<file path="config.mk">
export PLATFORM = sky130hd
export DESIGN_NAME = proc_presence_win
export DESIGN_NICKNAME = d
export VERILOG_FILES = /design/src/rtl/ppb_pkg.sv /design/src/rtl/ppb_rst_sync.sv /design/src/rtl/ppb_bitmap.sv /design/src/rtl/ppb_event.sv /design/src/rtl/ppb_rd_mux.sv /design/src/rtl/proc_presence_win.sv
export SDC_FILE = /design/constraint.sdc
export NUM_CORES = 1
export LEC_CHECK = 0
export ABC_AREA = 1
export BUFFER_PORTS_ARGS = -buffer_cell sky130_fd_sc_hd__buf_2
export CORE_UTILIZATION = 49
export DETAILED_ROUTE_END_ITERATION = 8
export GPL_TIMING_DRIVEN = 0
export PLACE_DENSITY = 0.86
export SYNTH_ARGS = -nofsm -noshare
export SYNTH_HDL_FRONTEND = slang
export SYNTH_SLANG_ARGS = --single-unit
export TNS_END_PERCENT = 20
</file>
<file path="constraint.sdc">
create_clock -name clk -period 8.15 [get_ports clk]
set_input_delay 2.0375 -clock clk [delete_from_list [all_inputs] [get_ports clk]]
set_output_delay 2.0375 -clock clk [all_outputs]
set_load 0.02 [all_outputs]
</file>
<file path="src/rtl/ppb_pkg.sv">
package ppb_pkg;
  localparam int unsigned BYTE_W      = 8;
  localparam int unsigned EVT_W       = 8;
  localparam int unsigned HP_FLAG_BIT = 2;
  typedef logic [BYTE_W-1:0] byte_t;
endpackage

</file>
<file path="src/rtl/ppb_rst_sync.sv">
module ppb_rst_sync (
  input  logic clk,
  input  logic rst_n,
  output logic rst_sync_n
);
  logic [1:0] sh_q;
  logic [1:0] sh_d;

  always_comb sh_d = {sh_q[0], 1'b1};

  always_ff @(posedge clk or negedge rst_n) begin
    if (!rst_n) sh_q <= '0;
    else        sh_q <= sh_d;
  end

  assign rst_sync_n = sh_q[1];
endmodule

</file>
<file path="src/rtl/ppb_bitmap.sv">
module ppb_bitmap #(
  parameter int unsigned NUM_IDS = 256,
  parameter int unsigned ID_W    = 9
) (
  input  logic               clk,
  input  logic               rst_n,
  input  logic [NUM_IDS-1:0] init_present,
  input  logic               add_vld,
  input  logic [ID_W-1:0]    add_id,
  output logic [NUM_IDS-1:0] map_q,
  output logic               add_ok,
  output logic               add_bad
);
  localparam int unsigned IDX_W = $clog2(NUM_IDS);

  logic               init_done_q;
  logic [NUM_IDS-1:0] map_d;
  logic               map_en;
  logic               in_range;

  assign in_range = (add_id < ID_W'(NUM_IDS));
  assign add_ok   = add_vld && in_range;
  assign add_bad  = add_vld && !in_range;

  always_comb begin
    map_d = init_done_q ? map_q : init_present;
    if (add_ok) map_d[add_id[IDX_W-1:0]] = 1'b1;
    map_en = !init_done_q || add_ok;
  end

  always_ff @(posedge clk or negedge rst_n) begin
    if (!rst_n) begin
      map_q       <= '0;
      init_done_q <= 1'b0;
    end else begin
      init_done_q <= 1'b1;
      if (map_en) map_q <= map_d;
    end
  end

  // once loaded, no bit of the map falls
  p_no_clear_r3: assert property (@(posedge clk) disable iff (!rst_n)
    init_done_q |=> ((map_q & $past(map_q)) == $past(map_q)));

  // a valid add leaves its bit set
  p_add_sets_r6: assert property (@(posedge clk) disable iff (!rst_n)
    (add_ok && init_done_q) |=> map_q[$past(add_id[IDX_W-1:0])]);

  // an out-of-range add leaves the map untouched
  p_bad_drop_r9: assert property (@(posedge clk) disable iff (!rst_n)
    (add_bad && init_done_q) |=> $stable(map_q));
endmodule

</file>
<file path="src/rtl/ppb_event.sv">
module ppb_event
  import ppb_pkg::*;
(
  input  logic             clk,
  input  logic             rst_n,
  input  logic             set_hp,
  input  logic             set_err,
  input  logic             clr_vld,
  input  logic [EVT_W-1:0] clr_mask,
  input  logic [EVT_W-1:0] en,
  output logic [EVT_W-1:0] status,
  output logic             irq,
  output logic             err
);
  logic hp_q, hp_d, hp_en;
  logic err_q, err_d, err_en;

  always_comb begin
    hp_en  = set_hp || clr_vld;
    hp_d   = set_hp || (hp_q && !(clr_vld && clr_mask[HP_FLAG_BIT]));
    err_en = set_err;
    err_d  = 1'b1;
  end

  always_ff @(posedge clk or negedge rst_n) begin
    if (!rst_n) begin
      hp_q  <= 1'b0;
      err_q <= 1'b0;
    end else begin
      if (hp_en)  hp_q  <= hp_d;
      if (err_en) err_q <= err_d;
    end
  end

  always_comb begin
    status              = '0;
    status[HP_FLAG_BIT] = hp_q;
  end

  assign irq = |(status & en);
  assign err = err_q;

  // an add in the same cycle as a clear keeps the flag
  p_set_wins_r7: assert property (@(posedge clk) disable iff (!rst_n)
    set_hp |=> status[HP_FLAG_BIT]);

  // a clear with the flag bit set and no add drops the flag
  p_clear_r7: assert property (@(posedge clk) disable iff (!rst_n)
    (clr_vld && clr_mask[HP_FLAG_BIT] && !set_hp) |=> !status[HP_FLAG_BIT]);

  // the error flag is sticky
  p_err_sticky_r9: assert property (@(posedge clk) disable iff (!rst_n)
    err |=> err);

  // no interrupt without an enable bit
  p_irq_gated_r8: assert property (@(posedge clk) disable iff (!rst_n)
    irq |-> (|en));
endmodule

</file>
<file path="src/rtl/ppb_rd_mux.sv">
module ppb_rd_mux
  import ppb_pkg::*;
#(
  parameter int unsigned NUM_BYTES = 32,
  parameter int unsigned ADDR_W    = 5
) (
  input  logic [NUM_BYTES*BYTE_W-1:0] map,
  input  logic [ADDR_W-1:0]           addr,
  output byte_t                       rdata
);
  byte_t bytes [NUM_BYTES];

  for (genvar b = 0; b < NUM_BYTES; b++) begin : g_byte
    assign bytes[b] = map[b*BYTE_W +: BYTE_W];
  end

  assign rdata = bytes[addr];
endmodule

</file>
<file path="src/rtl/proc_presence_win.sv">
module proc_presence_win
  import ppb_pkg::*;
#(
  parameter int unsigned NUM_IDS   = 256,
  localparam int unsigned NUM_BYTES = NUM_IDS / BYTE_W,
  localparam int unsigned ADDR_W    = $clog2(NUM_BYTES),
  localparam int unsigned ID_W      = $clog2(NUM_IDS) + 1
) (
  input  logic               clk,
  input  logic               rst_n,
  input  logic [NUM_IDS-1:0] init_present,
  input  logic               add_vld,
  input  logic [ID_W-1:0]    add_id,
  input  logic [ADDR_W-1:0]  reg_addr,
  input  logic               reg_wr,
  input  logic [7:0]         reg_wdata,
  output logic [7:0]         reg_rdata,
  input  logic               evt_clr,
  input  logic [7:0]         evt_clr_mask,
  input  logic [7:0]         evt_en,
  output logic [7:0]         evt_status,
  output logic               irq,
  output logic               add_err
);
  logic               rst_sync_n;
  logic [NUM_IDS-1:0] map;
  logic               add_ok;
  logic               add_bad;

  ppb_rst_sync u_rst (
    .clk        (clk),
    .rst_n      (rst_n),
    .rst_sync_n (rst_sync_n)
  );

  ppb_bitmap #(.NUM_IDS(NUM_IDS), .ID_W(ID_W)) u_map (
    .clk          (clk),
    .rst_n        (rst_sync_n),
    .init_present (init_present),
    .add_vld      (add_vld),
    .add_id       (add_id),
    .map_q        (map),
    .add_ok       (add_ok),
    .add_bad      (add_bad)
  );

  ppb_event u_evt (
    .clk      (clk),
    .rst_n    (rst_sync_n),
    .set_hp   (add_ok),
    .set_err  (add_bad),
    .clr_vld  (evt_clr),
    .clr_mask (evt_clr_mask),
    .en       (evt_en),
    .status   (evt_status),
    .irq      (irq),
    .err      (add_err)
  );

  ppb_rd_mux #(.NUM_BYTES(NUM_BYTES), .ADDR_W(ADDR_W)) u_rd (
    .map   (map),
    .addr  (reg_addr),
    .rdata (reg_rdata)
  );

  // writing ones into the window sets nothing
  p_wr_ones_r3: assert property (@(posedge clk) disable iff (!rst_sync_n)
    (reg_wr && (|reg_wdata) && !add_vld && $past(rst_sync_n)) |=> $stable(map));

  // writing zeros into the window clears nothing
  p_wr_zeros_r3: assert property (@(posedge clk) disable iff (!rst_sync_n)
    (reg_wr && !(|reg_wdata) && !add_vld && $past(rst_sync_n)) |=> $stable(map));
endmodule

</file>
After elaboration in Yosys (flattened, before gate mapping)
Index checks and enable logic that the tools add are counted.

cells by class
  $lt $le $gt $ge = 4
  muxes and demuxes = 7
  bitwise logic cells = 3
  reductions and logical operators = 12

operators by type and width
  cell                                                                                  number
  256-bit 2-to-1 mux                                                                    2
  256-bit bitwise OR                                                                    1
  8-bit binary-select mux with 5-bit select                                             1
  8-bit 2-to-1 mux                                                                      2
  8-bit by 9-bit less-than comparator with 1-bit output (second input constant)         1
  9-bit less-than comparator (second input constant)                                    1
  3-bit by 8-bit bitwise AND with 8-bit output                                          1
  1-bit demux with 8-bit select                                                         1
  8-bit by 1-bit greater-or-equal comparator with 1-bit output (second input constant)  1
  8-bit OR reduction                                                                    1
  6-bit greater-or-equal comparator (second input constant)                             1
  5-bit inverter with 6-bit output                                                      1
  1-bit logical AND                                                                     5
  1-bit logical NOT                                                                     3
  1-bit logical OR                                                                      3
  1-bit 2-to-1 mux                                                                      1

word-level totals
  register bits after elaboration = 261
  bits of input ports = 299
  output and inout port bits = 18
  word-level logic and storage cells = 31

Longest topological paths before layout
Gate-level depths: netlist of run 1.

  depth after elaboration = 6
  mapped depth = 11
  gate-level depth less buffers = 9

Cells and area by module
Synthesis of run 1 repeated with hierarchy kept, for this count alone.

second synthesis, totals
  cells, all modules = 2094
  area, all modules = 15488.6 µm²

by module, submodules not included
  module        instances  cells an instance  area an instance (µm²)  sequential area each (µm²)
  ppb_bitmap    1          1464               12552.0                 6431.2
  ppb_rd_mux    1          609                2740.1                  0.0
  ppb_event     1          18                 142.6                   50.0
  ppb_rst_sync  1          3                  53.8                    50.0

Worst setup path after synthesis of run 1
Ideal clock, no wire load.

  path type = input to output
  from = input port reg_addr[2]
  to = output port reg_rdata[6]
  arrival = 3023 ps
  data required time = 6113 ps
  slack = 3089 ps
  cell stages on the path = 9
  path buffers = 2
  cells stage by stage = clkbuf_1 inv_1 clkbuf_1 nand3_1 nand2_1 nand2_1 nand2_1 nand2_1 nand2_1

between the ends
  longest elaborated chain between the ends = 4

ends and longest elaborated chain
  item                                                    RTL line                 text
  start: declaration                                      proc_presence_win.sv:14  input logic [ADDR_W-1:0] reg_addr,
  5-bit inverter with 6-bit output (implied by the code)  ppb_rd_mux.sv:17         assign rdata = bytes[addr];
  8-bit binary-select mux with 5-bit select               ppb_rd_mux.sv:17
  8-bit 2-to-1 mux (implied by the code) (2 in a row)     ppb_rd_mux.sv:17
  end: declaration                                        proc_presence_win.sv:17  output logic [7:0] reg_rdata,

Every way passes these cells. The select of a mux whose other input is x is not followed.

Worst setup path in the final report of run 1
  from = input port reg_addr[1]
  to = output port reg_rdata[1]

Same word-level chain as after synthesis.

==> results of run 1 <==
-- power by group through the flow --
stage / registers, mW / clock network, mW / logic (mW)
6_report: 1.51 / 1.31 / 0.565
5_1_grt: 1.52 / 1.36 / 0.614
4_1_cts: 1.51 / 1.31 / 0.552
3_5_place_dp: 1.53 / 0 / 0.549
3_3_place_gp: 1.54 / 0 / 0.504
2_1_floorplan: 1.52 / 0 / 0.328
-- cells in the mapped netlist --
| master | instances |
|---|---|
| nand2_1 | 392 |
| a21o_1 | 1 |
| nor2_4 | 2 |
| o22ai_1 | 9 |
| mux2i_1 | 245 |
| o41ai_1 | 1 |
| dfrtp_1 | 261 |
| nand3_1 | 195 |
| inv_2 | 1 |
| conb_1 | 2 |
| clkbuf_1 | 45 |
| buf_4 | 8 |
| o21ai_0 | 244 |
| inv_1 | 19 |
| nand4_1 | 12 |
| o211ai_1 | 2 |
| buf_6 | 1 |
| buf_1 | 5 |
| nor2_1 | 27 |
| buf_2 | 66 |
-- worst reg2reg max path: stages, from the launching register on --
cell and delay (ns):
dfrtp_1 0.32, clkbuf_1 0.23, buf_2 0.34, buf_2 0.38, mux2i_1 0.24, o21ai_0 0.12
-- worst paths after layout --
check,start,end,slack (ns),cells after the start
min in group clk,u_rst.sh_q[0]$_DFF_PN0_,u_rst.sh_q[1]$_DFF_PN0_,0.35,0
max in group asynchronous,u_rst.sh_q[1]$_DFF_PN0_,u_map.map_q[2]$_DFFE_PN0P_,6.58,3
worst min-delay path,u_rst.sh_q[1]$_DFF_PN0_,u_map.map_q[124]$_DFFE_PN0P_,0.25,0
worst min register to register,u_rst.sh_q[1]$_DFF_PN0_,u_map.map_q[124]$_DFFE_PN0P_,0.25,0
worst max register to register,u_map.init_done_q$_DFF_PN0_,u_map.map_q[69]$_DFFE_PN0P_,6.37,5
worst max-delay path,reg_addr[1],reg_rdata[1],2.15,11
-- layout make-up --
class	count	area share
Sequential cell	261	0.395
Multi-Input combinational cell	1139	0.389
Timing Repair Buffer	285	0.0915
Clock buffer	40	0.0481
Buffer	125	0.0356
Tap cell	372	0.0281
Clock inverter	12	0.00816
Inverter	20	0.00453
Antenna cell	4	0.000604
-- cells by family after synthesis --
kind of cell	after synthesis
multiplexers	245
AO/OA/AOI/OAI	257
other	2
flip-flops	261
buffers and inverters	145
AND/OR/NAND/NOR	628
-- registers in the layout (all words and copies together), names as in the netlist --
| name | count |
|---|---|
| u_evt.err | 1 |
| u_rst.sh_q | 2 |
| u_map.map_q | 256 |
| u_evt.hp_q | 1 |
| u_map.init_done_q | 1 |
-- metal layers --
| metal | vias to the layer above | track usage |
|---|---|---|
| li1 | 5923 | - |
| met1 | 6550 | 0.474 |
| met2 | 1012 | 0.561 |
| met3 | 195 | 0.0928 |
| met4 | 4 | 0.192 |
| met5 | - | 0 |
-- placed cells by master, fill, tap and decap left out, drive strengths merged --
cell / Yosys / routed
a21o: 1 / 1
o211ai: 2 / 2
diode: 0 / 4
nand2: 392 / 392
o21ai: 244 / 244
mux2i: 245 / 245
conb: 2 / 9
dfrtp: 261 / 261
nand3: 195 / 195
clkbuf: 45 / 85
o22ai: 9 / 9
nand4: 12 / 12
o41ai: 1 / 1
buf: 80 / 365
clkinv: 0 / 9
inv: 20 / 20
bufinv: 0 / 3
nor2: 29 / 29
-- metrics by stage --
step / setup slack, ns / std cells / util
after floorplan: 0.338 / 1545 / -
after global placement: -2.51 / 2198 / 0.572
after detailed placement: 2.25 / 2202 / 0.576
after CTS: 2.23 / 2254 / 0.611
after global routing: 2.03 / 2255 / 0.611
final: 2.15 / 2258 / 0.611
==> metrics.yaml, run 1 <==
cts_hold_buf: 0
met3_length_um: 6600
p_comb_frac: 0.167
hold_path_class: "register to async pin"
drive_gt1_frac: 0.217
die_w_um: 169
power_mw: 3.39
ys_types: 20
drt.antenna.violating_nets: 0
pwr-share-clk: 0.387
port-buffer-count: 281
p_per_area_nw_per_um2: 204
finalCritPeriodShare: 0.736
p_int_mw: 2.42
holdWs_ns: 0.251
totalWireLength_um: 52100
ios: 317
worst_pin_slew_ns: 1.10
nFillCells: 2337
grt_usage: 0.364
insertion_delay_ns: 0.55
netlist_top_cells_area: "dfrtp_1 48%, mux2i_1 18%, nand2_1 11%, o21ai_0 9.0%, nand3_1 7.2%"
cp_data_arrival_time_ns: 3.96
wire_per_inst_um: 23.1
synth-simple-area-share: 0.194
highest_layer: "met5"
drcViolationCount: 0
clock_path_buffers: 3
synth.largest_area_cell: "dfrtp_1"
htree_levels: 1
rsz0062_at_grt: "false"
power.net_switching_uw: 965
vias: 13684
synth_top_area_share: 0.480
antenna_found_initial: 5
end_kind: "output pin"
multiInputGateArea_um2: 6440
syn_avg_cell_area_um2: 8.85
num_rows: 60
synth_top_family_by_area: "simple AND/OR/NAND/NOR gates"
p_leak_nw: 8.27
final_hold_viol_count: 0
syn_inst: 1538
clk_pin_slew_ns: 0.06
cts_num_sinks: 261
vias_per_cell: 6.06
dp_hpwl_um: 37800
fmax_mhz: 167
routed-wl-met2_um: 23300
dr.pass1.iters: 5
outcome: "finished clean"
drv_cap: 0
postCtsSetupBuffers: 0
cp_slowest_cell: "clkbuf_1"
vdd_drop_max_mv: 0.152
seqPwrFrac: 0.446
cts_root_buf: "clkbuf_16"
cp-start-kind: "input port"
synthAdderAreaFrac: 0
synth_seq_area_share: 0.480
crit_fanout: 10
cts.repair.resized: 0
regArea_um2: 6540
gp_congestion: 0.971
dieArea_um2: 28400
cp.required_ns: 6.11
synth_seq_cells: 261
yosysWarnings: 0
grt_max_degree: 69
synth_mux_area_frac: 0.180
synthToLayoutAreaGrowth_pct: 21.7
synth_compound_area_frac: 0.0962
drtIter0Drc: 1707
path_cells: "buf_2 > buf_2 > clkbuf_1 > nand3_1 > nand3_1 > nand2_1 > nand2_1 > nand2_1 > nand2_1 > nand2_1 > buf_2"
grt_pass1_vias: 13486
path_buf_inv: 4
cts_made_buffers: 28
slew_headroom: 0.266
layout.nets: 2159
final.min_clock_period_ns: 6.00
grt_pass1_wl_um: 77000
grt-ovfl-total: 0
cts_tree: "yes"
initial_core_util: 0.502
slew_viol_final: 0
wl_met1_um: 19400
synthXorXnorAreaFrac: 0
setup_viol: 0
post_dp_cell_area_um2: 15600
tns_ns: 0
dieHeight_um: 169
cpLargestDelayFamily: "buffers and inverters"
core_area_um2: 27100
crit_type: "input port to output pin"
netlist_area_um2: 13600
design_area_um2: 16600
max_stage_delay_ns: 0.59
p_sw_frac: 0.285
crit_top_cell: "nand2_1"
fin_worst_skew_ns: 0.00874
No activity file was read; power rests on OpenSTA's default activity.
==> inputs of run 2 (changes only) <==
Settings changed: CORE_UTILIZATION 49 to 55, PLACE_DENSITY 0.86 to 0.9.
Clock period 8.15 ns to 6.2 ns, I/O delays scaled along.
==> metrics.yaml, run 2 (synthesis results as in run 1) <==
power_mw: 4.42  # +30%
tns_ns: 0  # unchanged
die_w_um: 159  # -5.5%
end_kind: "output pin"
grt_usage: 0.405  # +0.0403
clock_path_buffers: 3  # unchanged
r2r_end: "u_map.map_q[190]$_DFFE_PN0P_"
dieHeight_um: 159  # -5.5%
gp_congestion: 1.01  # +3.6%
totalWireLength_um: 51200  # -1.7%
cts_made_buffers: 27  # -3.6%
crit_fanout: 10  # unchanged
drive_gt1_frac: 0.217  # about the same
r2r_cells: 5  # unchanged
final_hold_viol_count: 0  # unchanged
cp_data_arrival_time_ns: 3.51  # -0.45 ns
port-buffer-count: 281  # unchanged
reg_top3: "u_map.map_q x256, u_rst.sh_q x2"
grt-ovfl-total: 0  # unchanged
crit_type: "input port to output pin"
dr.pass1.iters: 7  # +2
cts_num_sinks: 261  # unchanged
cp.required_ns: 4.65  # -1.46 ns
cts.repair.resized: 0  # unchanged
grt_pass1_vias: 13501  # +0.11%
worst_pin_slew_ns: 1.03  # -0.0704 ns
vdd_drop_max_mv: 0.210  # +38%
htree_levels: 1  # unchanged
grt_max_degree: 67  # -2.9%
holdWs_ns: 0.351  # +0.101 ns
p_leak_nw: 8.25  # -0.23%
final_cell_mix: "392 x nand2_1, 347 x buf_2, 260 x dfrtp_1, 245 x mux2i_1, 244 x o21ai_0"
synthToLayoutAreaGrowth_pct: 21.0
wire_per_inst_um: 23.2  # +0.68%
initial_core_util: 0.560  # +0.0574
dieArea_um2: 25400  # -11%
setup_viol: 0  # unchanged
core_area_um2: 24300  # -10%
cp-start-kind: "input port"
rsz0062_at_grt: "false"
final_common_cell: "nand2_1"
drt.antenna.violating_nets: 0  # unchanged
cts_hold_buf: 0  # unchanged
p_per_area_nw_per_um2: 268  # +31%
dp_hpwl_um: 36900  # -2.4%
ios: 317  # unchanged
final.min_clock_period_ns: 5.06
outcome: "finished clean"
crit_top_cell: "nand2_1"
hold_path_class: "register to register"
layout.nets: 2158  # -0.046%
hold_start: "u_rst.sh_q[0]$_DFF_PN0_"
num_rows: 57  # -5.0%
clk_pin_slew_ns: 0.06  # about the same
r2r-start: "u_map.init_done_q$_DFF_PN0_"
regMostFlops: "u_map.map_q"
reg2reg_slack_ns: 4.37  # -2.00 ns
largest_reg_flops: 256  # unchanged
vias: 13821  # +1.0%
vias_per_cell: 6.27  # +3.5%
max_stage_delay_ns: 0.59  # about the same
drv_cap: 0  # unchanged
path_cells: "clkbuf_1 > inv_1 > clkbuf_1 > nand3_1 > nand2_1 > nand2_1 > nand2_1 > nand2_1 > nand2_1 > buf_2"
antenna_found_initial: 2  # -3
drcViolationCount: 0  # unchanged
grt_pass1_wl_um: 77600  # +0.75%
drtIter0Drc: 1884  # +10%
postCtsSetupBuffers: 0  # unchanged
cp_slowest_cell: "clkbuf_1"
min_path_cells: 0
slew_viol_final: 0  # unchanged
insertion_delay_ns: 0.54  # about the same
cts_root_buf: "clkbuf_16"
slew_headroom: 0.313  # +0.0469
fin_worst_skew_ns: 0.00756  # -0.00118 ns
whs_endpoint: "u_rst.sh_q[1]$_DFF_PN0_"
cts_tree: "yes"
fmax_mhz: 198
finalCritPeriodShare: 0.817
-- run 2: worst max-delay path: cells and delay by family --
family,cells,cell delay (ns)
buffers and inverters,4,1.22
AND/OR/NAND/NOR,6,0.75
-- run 2: report_power, final --
part,internal [mW],total (mW),switching (mW)
registers,1.87,1.99,0.116
clock network,0.990,1.69,0.696
logic,0.294,0.742,0.448
-- run 2: worst max-delay path by stage --
stage | depth (start not counted) | slack, ns | start | to
global route | 10 | 1.08 | reg_addr[2] | reg_rdata[2]
finish | 10 | 1.14 | reg_addr[2] | reg_rdata[4]
CTS | 10 | 1.28 | reg_addr[2] | reg_rdata[6]
global placement | 0 | 0.43 | u_rst.sh_q[1]$_DFF_PN0_ | u_map.map_q[9]$_DFFE_PN0P_
floorplan | 0 | 1.92 | u_rst.sh_q[1]$_DFF_PN0_ | u_evt.err$_DFFE_PN0P_
detailed placement | 10 | 1.29 | reg_addr[2] | reg_rdata[6]
-- run 2: cell type report --
type / instances / area [µm²]
Antenna cell: 3 / 7.51
Buffer: 125 / 589
Clock buffer: 37 / 773
Clock inverter: 10 / 128
Fill cell: 1910 / 7850
Inverter: 20 / 75.1
Multi-Input combinational cell: 1139 / 6440
Sequential cell: 261 / 6540
Tap cell: 324 / 405
Timing Repair Buffer: 285 / 1520
-- run 2: metrics by stage --
stage / utilization / std cells / instance area [µm²] / worst slack (ns)
after global placement: 0.635 / 2150 / 15400 / 0.426
after global routing: 0.677 / 2201 / 16500 / 1.08
after floorplan: - / 1545 / 13600 / 1.92
after detailed placement: 0.640 / 2154 / 15600 / 1.29
after CTS: 0.677 / 2201 / 16500 / 1.28
final: 0.677 / 2204 / 16500 / 1.14
-- run 2: metal layers --
metal	vias up	track usage	part of all wire
li1	5903	-	-
met1	6492	0.523	0.36
met2	1164	0.611	0.44
met3	260	0.111	0.14
met4	2	0.239	0.067
met5	-	0	0.00023
